### config.mk
export PLATFORM = sky130hd
export DESIGN_NAME = osc_halt_status
export DESIGN_NICKNAME = d
export VERILOG_FILES = /design/src/rtl/osc_halt_status.sv
export SDC_FILE = /design/constraint.sdc
export NUM_CORES = 1
export LEC_CHECK = 0
export BUFFER_PORTS_ARGS = -buffer_cell sky130_fd_sc_hd__clkbuf_2
export CORE_MARGIN = 2
export CORE_UTILIZATION = 50
export CTS_BUF_LIST = sky130_fd_sc_hd__clkbuf_8
export CTS_CLUSTER_SIZE = 16
export DETAILED_ROUTE_END_ITERATION = 16
export PLACE_DENSITY = 0.8
export SYNTH_ARGS = -nofsm -noshare
export SYNTH_HDL_FRONTEND = slang
export SYNTH_SLANG_ARGS = --single-unit
### constraint.sdc
create_clock -name clk -period 1.4 [get_ports clk]
set_clock_uncertainty 0.05 [all_clocks]
set_input_delay 0.14 -clock clk [delete_from_list [all_inputs] [get_ports clk]]
set_output_delay 0.14 -clock clk [all_outputs]
set_load 0.03 [all_outputs]
### src/rtl/osc_halt_status.sv
module osc_halt_status #(
  parameter int TIMEOUT = 64,
  parameter int DW      = 8
) (
  input  logic          clk,
  input  logic          rst_n,
  input  logic          xtal_clk,
  input  logic          chip_en,
  input  logic          irq_src,
  input  logic [1:0]    addr,
  input  logic          wr_en,
  input  logic [DW-1:0] wdata,
  output logic [DW-1:0] rdata,
  output logic          irq_out,
  output logic          clk32_out
);
  localparam int CW          = $clog2(TIMEOUT + 2);
  localparam int IRQ_EN_BIT  = 0;
  localparam int CLKOFF1_BIT = 4;
  localparam int CLKOFF2_BIT = 3;
  localparam logic [1:0] A_ADJ  = 2'd0;
  localparam logic [1:0] A_CTL1 = 2'd1;
  localparam logic [1:0] A_CTL2 = 2'd2;
  localparam logic [1:0] A_STAT = 2'd3;

  logic [2:0]    xs;
  logic [CW-1:0] gap;
  logic          halt_q;
  logic [DW-1:0] adj_q, ctl1_q, ctl2_q;

  wire rise     = xs[1] & ~xs[2];
  wire clr_wr   = wr_en & (addr == A_STAT) & ~wdata[0];
  wire over     = gap > CW'(TIMEOUT);
  wire halt_evt = ~chip_en & over;
  wire hold     = halt_evt | halt_q;

  always_ff @(posedge clk) begin
    if (!rst_n) xs <= '0;
    else        xs <= {xs[1:0], xtal_clk};
  end

  always_ff @(posedge clk) begin
    if (!rst_n)              gap <= '0;
    else if (rise || clr_wr) gap <= '0;
    else if (!over)          gap <= gap + 1'b1;
  end

  always_ff @(posedge clk) begin
    if (!rst_n)        halt_q <= 1'b1;
    else if (halt_evt) halt_q <= 1'b1;
    else if (clr_wr)   halt_q <= 1'b0;
  end

  always_ff @(posedge clk) begin
    if (!rst_n || hold) begin
      adj_q  <= '0;
      ctl1_q <= '0;
      ctl2_q <= '0;
    end else if (wr_en) begin
      case (addr)
        A_ADJ:   adj_q  <= wdata;
        A_CTL1:  ctl1_q <= wdata;
        A_CTL2:  ctl2_q <= wdata;
        default: ;
      endcase
    end
  end

  always_comb begin
    case (addr)
      A_ADJ:   rdata = adj_q;
      A_CTL1:  rdata = ctl1_q;
      A_CTL2:  rdata = ctl2_q;
      default: rdata = {{(DW-1){1'b0}}, halt_q};
    endcase
  end

  assign irq_out   = irq_src & ctl1_q[IRQ_EN_BIT] & ~halt_q;
  assign clk32_out = (ctl1_q[CLKOFF1_BIT] & ctl2_q[CLKOFF2_BIT]) ? 1'b1 : xtal_clk;
endmodule

## Word level (Yosys, flattened, before mapping)

Cells that the tools add are included.

| cells by class | value |
|---|---|
| add/subtract/negate cells | 1 |
| order comparisons | 1 |
| eq/ne operators | 3 |
| mux-type cells | 2 |
| bitwise gates (word level) | 13 |
| reductions and logical operators | 9 |

Operator list:

| kind | count |
|---|---|
| $pmux 8 s3 | 1 |
| $add 7x1->7 const B | 1 |
| $and 1x1->1 | 7 |
| $gt 7x7->1 const B | 1 |
| $reduce_and 2->1 | 3 |
| $not 1->1 | 5 |
| $eq 2x2->1 const B | 2 |
| $reduce_or 2->1 | 2 |
| $eq 2x1->1 const B | 1 |
| $logic_not 2->1 | 1 |
| $logic_or 1x1->1 | 2 |
| $logic_not 1->1 | 1 |
| $mux 1 | 1 |
| $or 1x1->1 | 1 |

| word-level totals | value |
|---|---|
| register bits after elaboration | 35 |
| bits of input ports | 16 |

## Longest topological paths before layout

| logic depth | value |
|---|---|
| word-level depth | 5 |
| mapped depth | 6 |
| gate-level depth less buffers | 5 |

## Least setup slack after synthesis

Ideal clock, no wire load.

| path | value |
|---|---|
| kind | reg-to-reg |
| start point | register gap[0] |
| end point | register ctl1_q[6] |
| setup time | 0.128 ns |
| arrival time | 1.335 ns |
| data required time | 1.222 ns |
| slack | -0.112 ns |
| cell stages (with the launch flop) | 7 |
| buffers on the path | 1 |
| period minus slack after synthesis | 1.512 ns |
| cell sequence | dfxtp_1 > inv_1 > ha_1 > nor4b_4 > a211oi_4 > buf_6 > nor3_2 |

| between the ends | value |
|---|---|
| longest elaborated chain between the ends | 4 |

RTL lines:

| what | line | text |
|---|---|---|
| from (decl) | 27 | `logic [CW-1:0] gap;` |
| from (signal assigned) | 45 | `else if (!over) gap <= gap + 1'b1;` |
| $gt 7x7->1 | 33 | `wire over = gap > CW'(TIMEOUT);` |
| $and 1x1->1 | 34 | `wire halt_evt = ~chip_en & over;` |
| $or 1x1->1 | 35 | `wire hold = halt_evt \| halt_q;` |
| $logic_or 1x1->1 | 55 | `if (!rst_n \|\| hold) begin` |
| to (signal assigned) | 62 | `A_CTL1: ctl1_q <= wdata;` |
| to (decl) | 29 | `logic [DW-1:0] adj_q, ctl1_q, ctl2_q;` |

No other way between the ends.
A chain may end at the register's enable or synchronous reset.

## Final worst setup path

| path | value |
|---|---|
| start point | register halt_q |
| end point | output port rdata[0] |

| between the ends | value |
|---|---|
| longest elaborated chain between the ends | 1 |

RTL lines:

| what | line | text |
|---|---|---|
| from (decl) | 28 | `logic halt_q;` |
| from (signal assigned) | 49 | `if (!rst_n) halt_q <= 1'b1;` |
| from (signal assigned) | 50 | `else if (halt_evt) halt_q <= 1'b1;` |
| from (signal assigned) | 51 | `else if (clr_wr) halt_q <= 1'b0;` |
| $pmux 8 s3 | 70 | `case (addr)` |
| to (decl) | 13 | `output logic [DW-1:0] rdata,` |

No other way between the ends.

==> reports/metrics.csv <==
metric,value,unit
HPWL Detailed,2732,um
GRT busiest layer,met2,
Layout area overhead,27.69,%
"delay-heaviest family, CP",multiplexers,
"Arr. time, crit path",1.23,ns
crit path cell chain,"mux4_2, buf_8",
Post-Layout Inst Area,2123,um^2
Worst-Margin Slew,0.3560,ns
syn_nets,181,
Pins Over Slew Limit,0,
crit path max fanout,2,
GRT Overall Usage,0.2291,
CTS root buf,clkbuf_8,
slowest CP cell,mux4_2,
Synth top area share,0.4214,
placed insts,239,
Max Fclk,704.4,MHz
Place WS,-0.07165,ns
"slowest stage delay, CP",0.48,ns
period utilization,1.014,
vias per std cell,5.381,
RSZ-0062 raised after global routing,true,
residual DRC count,0,
fin nets,225,
ant diodes,0,
CTS tree,done,
Worst-path clk slew,0.06,ns
commonest cells in the netlist,"35 x dfxtp_1, 33 x mux2i_1, 14 x nor3_1",
first-pass GRT wire length,6203,um
die width,61.67,um
Starting Density,0.5359,
core area,3103,um^2
outcome,"complete, but fails checks",
largest area contributor in the netlist,dfxtp_1,
Post-synth ARST share,0,
vias in the first global route,1356,
min Tclk post-route,1.420,ns
M1 GR Usage,0.2872,
"Primary FF master, synth",dfxtp_1,
Post-synth EDFFs,0,
synth unique cells,32,
pwr/cell area,907.5,nW/um^2
H-tree depth,2,
synthesized area,1663,um^2
share of post-route cells with drive strength above 1,0.3990,
post-route antenna net violation count,0,
Setup CP Type,register to primary output,
Synth Warn #,0,
Slew Limit Headroom,0.7627,
placed inst area,1919,um^2
clock sink count,35,
TritonCTS Buffers,5,
max-cap viol count,0,
chip height,61.67,um
endpoints failing setup,5,
Leak,0.8984,nW
Via Count,1356,
Initial DRC Count,59,
post-DR wirelength/cell,15.41,um
PortBufs,25,
Buf/Inv on CP,1,
Post-Layout Cell Count,252,
Area contributors post-synth,"dfxtp_1 42%, mux2i_1 20%, nor3_2 6.0%",
largest net degree at the start of global routing,25,
Overflow after GRT,0,
met3 Use GR,0.06303,
"count leader, synth",dfxtp_1,
initial antenna violation count,0,
final wirelength,3884,um
Ports,26,
Hold WC Path Type,primary input to register,
hold slack,0.03338,ns
GPL Wtd Cong,0.8053,
number of failing hold endpoints at the final stage,0,
CP Launch Type,register,
register area share after synthesis,0.4214,
Final WS setup,-0.01958,ns
Cells after Synth,163,
VDD IR max,0.0006633,V
crit end category,primary output,
violated checks,negative setup slack,
Initial DRT Pass Iterations,4,
Syn Area/Cell,10.20,um^2
"FF+latch count, synth",35,
Die Footprint,3803,um^2
Crit path required time,1.21,ns
met2 usage,0.3729,
num rows,20,
Worst-Skew Late Latency,0.29,ns
clock tree buffer depth,2,
==> per-layer routing <==
layer  routed length [um]  vias up
met1                 1726      647
met2                 1869       30
met5                    0        -
li1                     -      669
met4                  113        0
met3                  174       10
==> cell families after synthesis <==
group	synth area share
AO/OA/AOI/OAI	0.05869
buffers and inverters	0.04740
multiplexers	0.2122
AND/OR/NAND/NOR	0.2348
adder cells (fa/ha/maj)	0.01505
XOR/XNOR	0.01054
flip-flops	0.4214
==> cells in the final DEF, fill, tap and decap left out, types with 5 or more instances in the layout <==
cell type,count
o21ai_0,7
mux2i_1,33
nor3_2,15
nand2_1,10
clkbuf_2,22
buf_4,21
dfxtp_1,31
clkbuf_8,5
nor3_1,8
==> area by class of cell <==
cell class	count	area, um^2
clock buffer	5	68.82
clock inverter	3	12.51
fill	244	979.7
inverter	4	15.01
multi-input combinational	113	944.7
sequential	35	705.7
tap	44	55.05
timing repair buffer	48	321.6
==> registers in the layout, indices dropped and copies added (netlist names) <==
signal,flops
halt_q,1
ctl1_q,8
ctl2_q,8
xs,3
adj_q,8
gap,7
==> worst paths after layout <==
check                 from        end  slack [ns]  depth (start not counted)
hold / removal    xtal_clk      xs[0]        0.03                          2
hold reg to reg      xs[0]      xs[1]        0.39                          1
setup reg to reg    gap[1]  ctl2_q[3]       -0.01                          6
setup / recovery    halt_q   rdata[0]       -0.02                          2
==> where the power goes <==
part,total (mW),internal (mW),switching [mW]
clock network,0.675,0.334,0.341
registers,1.02,1.01,0.00758
logic,0.235,0.113,0.122
==> per-stage QoR <==
step | setup TNS (ns) | total power [mW] | utilization
finish | -0.03185 | 1.927 | 0.6843
global route | -1.109 | 2.012 | 0.6843
CTS | -0.1662 | 1.920 | 0.6621
detailed placement | -0.2719 | 1.237 | 0.6185
global placement | 0 | 1.227 | 0.6185
floorplan | -0.02452 | 1.155 | -
==> what timing repair did <==
item	in CTS	in global routing
hold buffers	0	0
cloned	0	0
setup endpoints to repair	15	29
gates resized for setup	9	15
pin swaps	1	3
setup buffers	3	2
No activity file was read; power rests on OpenSTA's default activity.
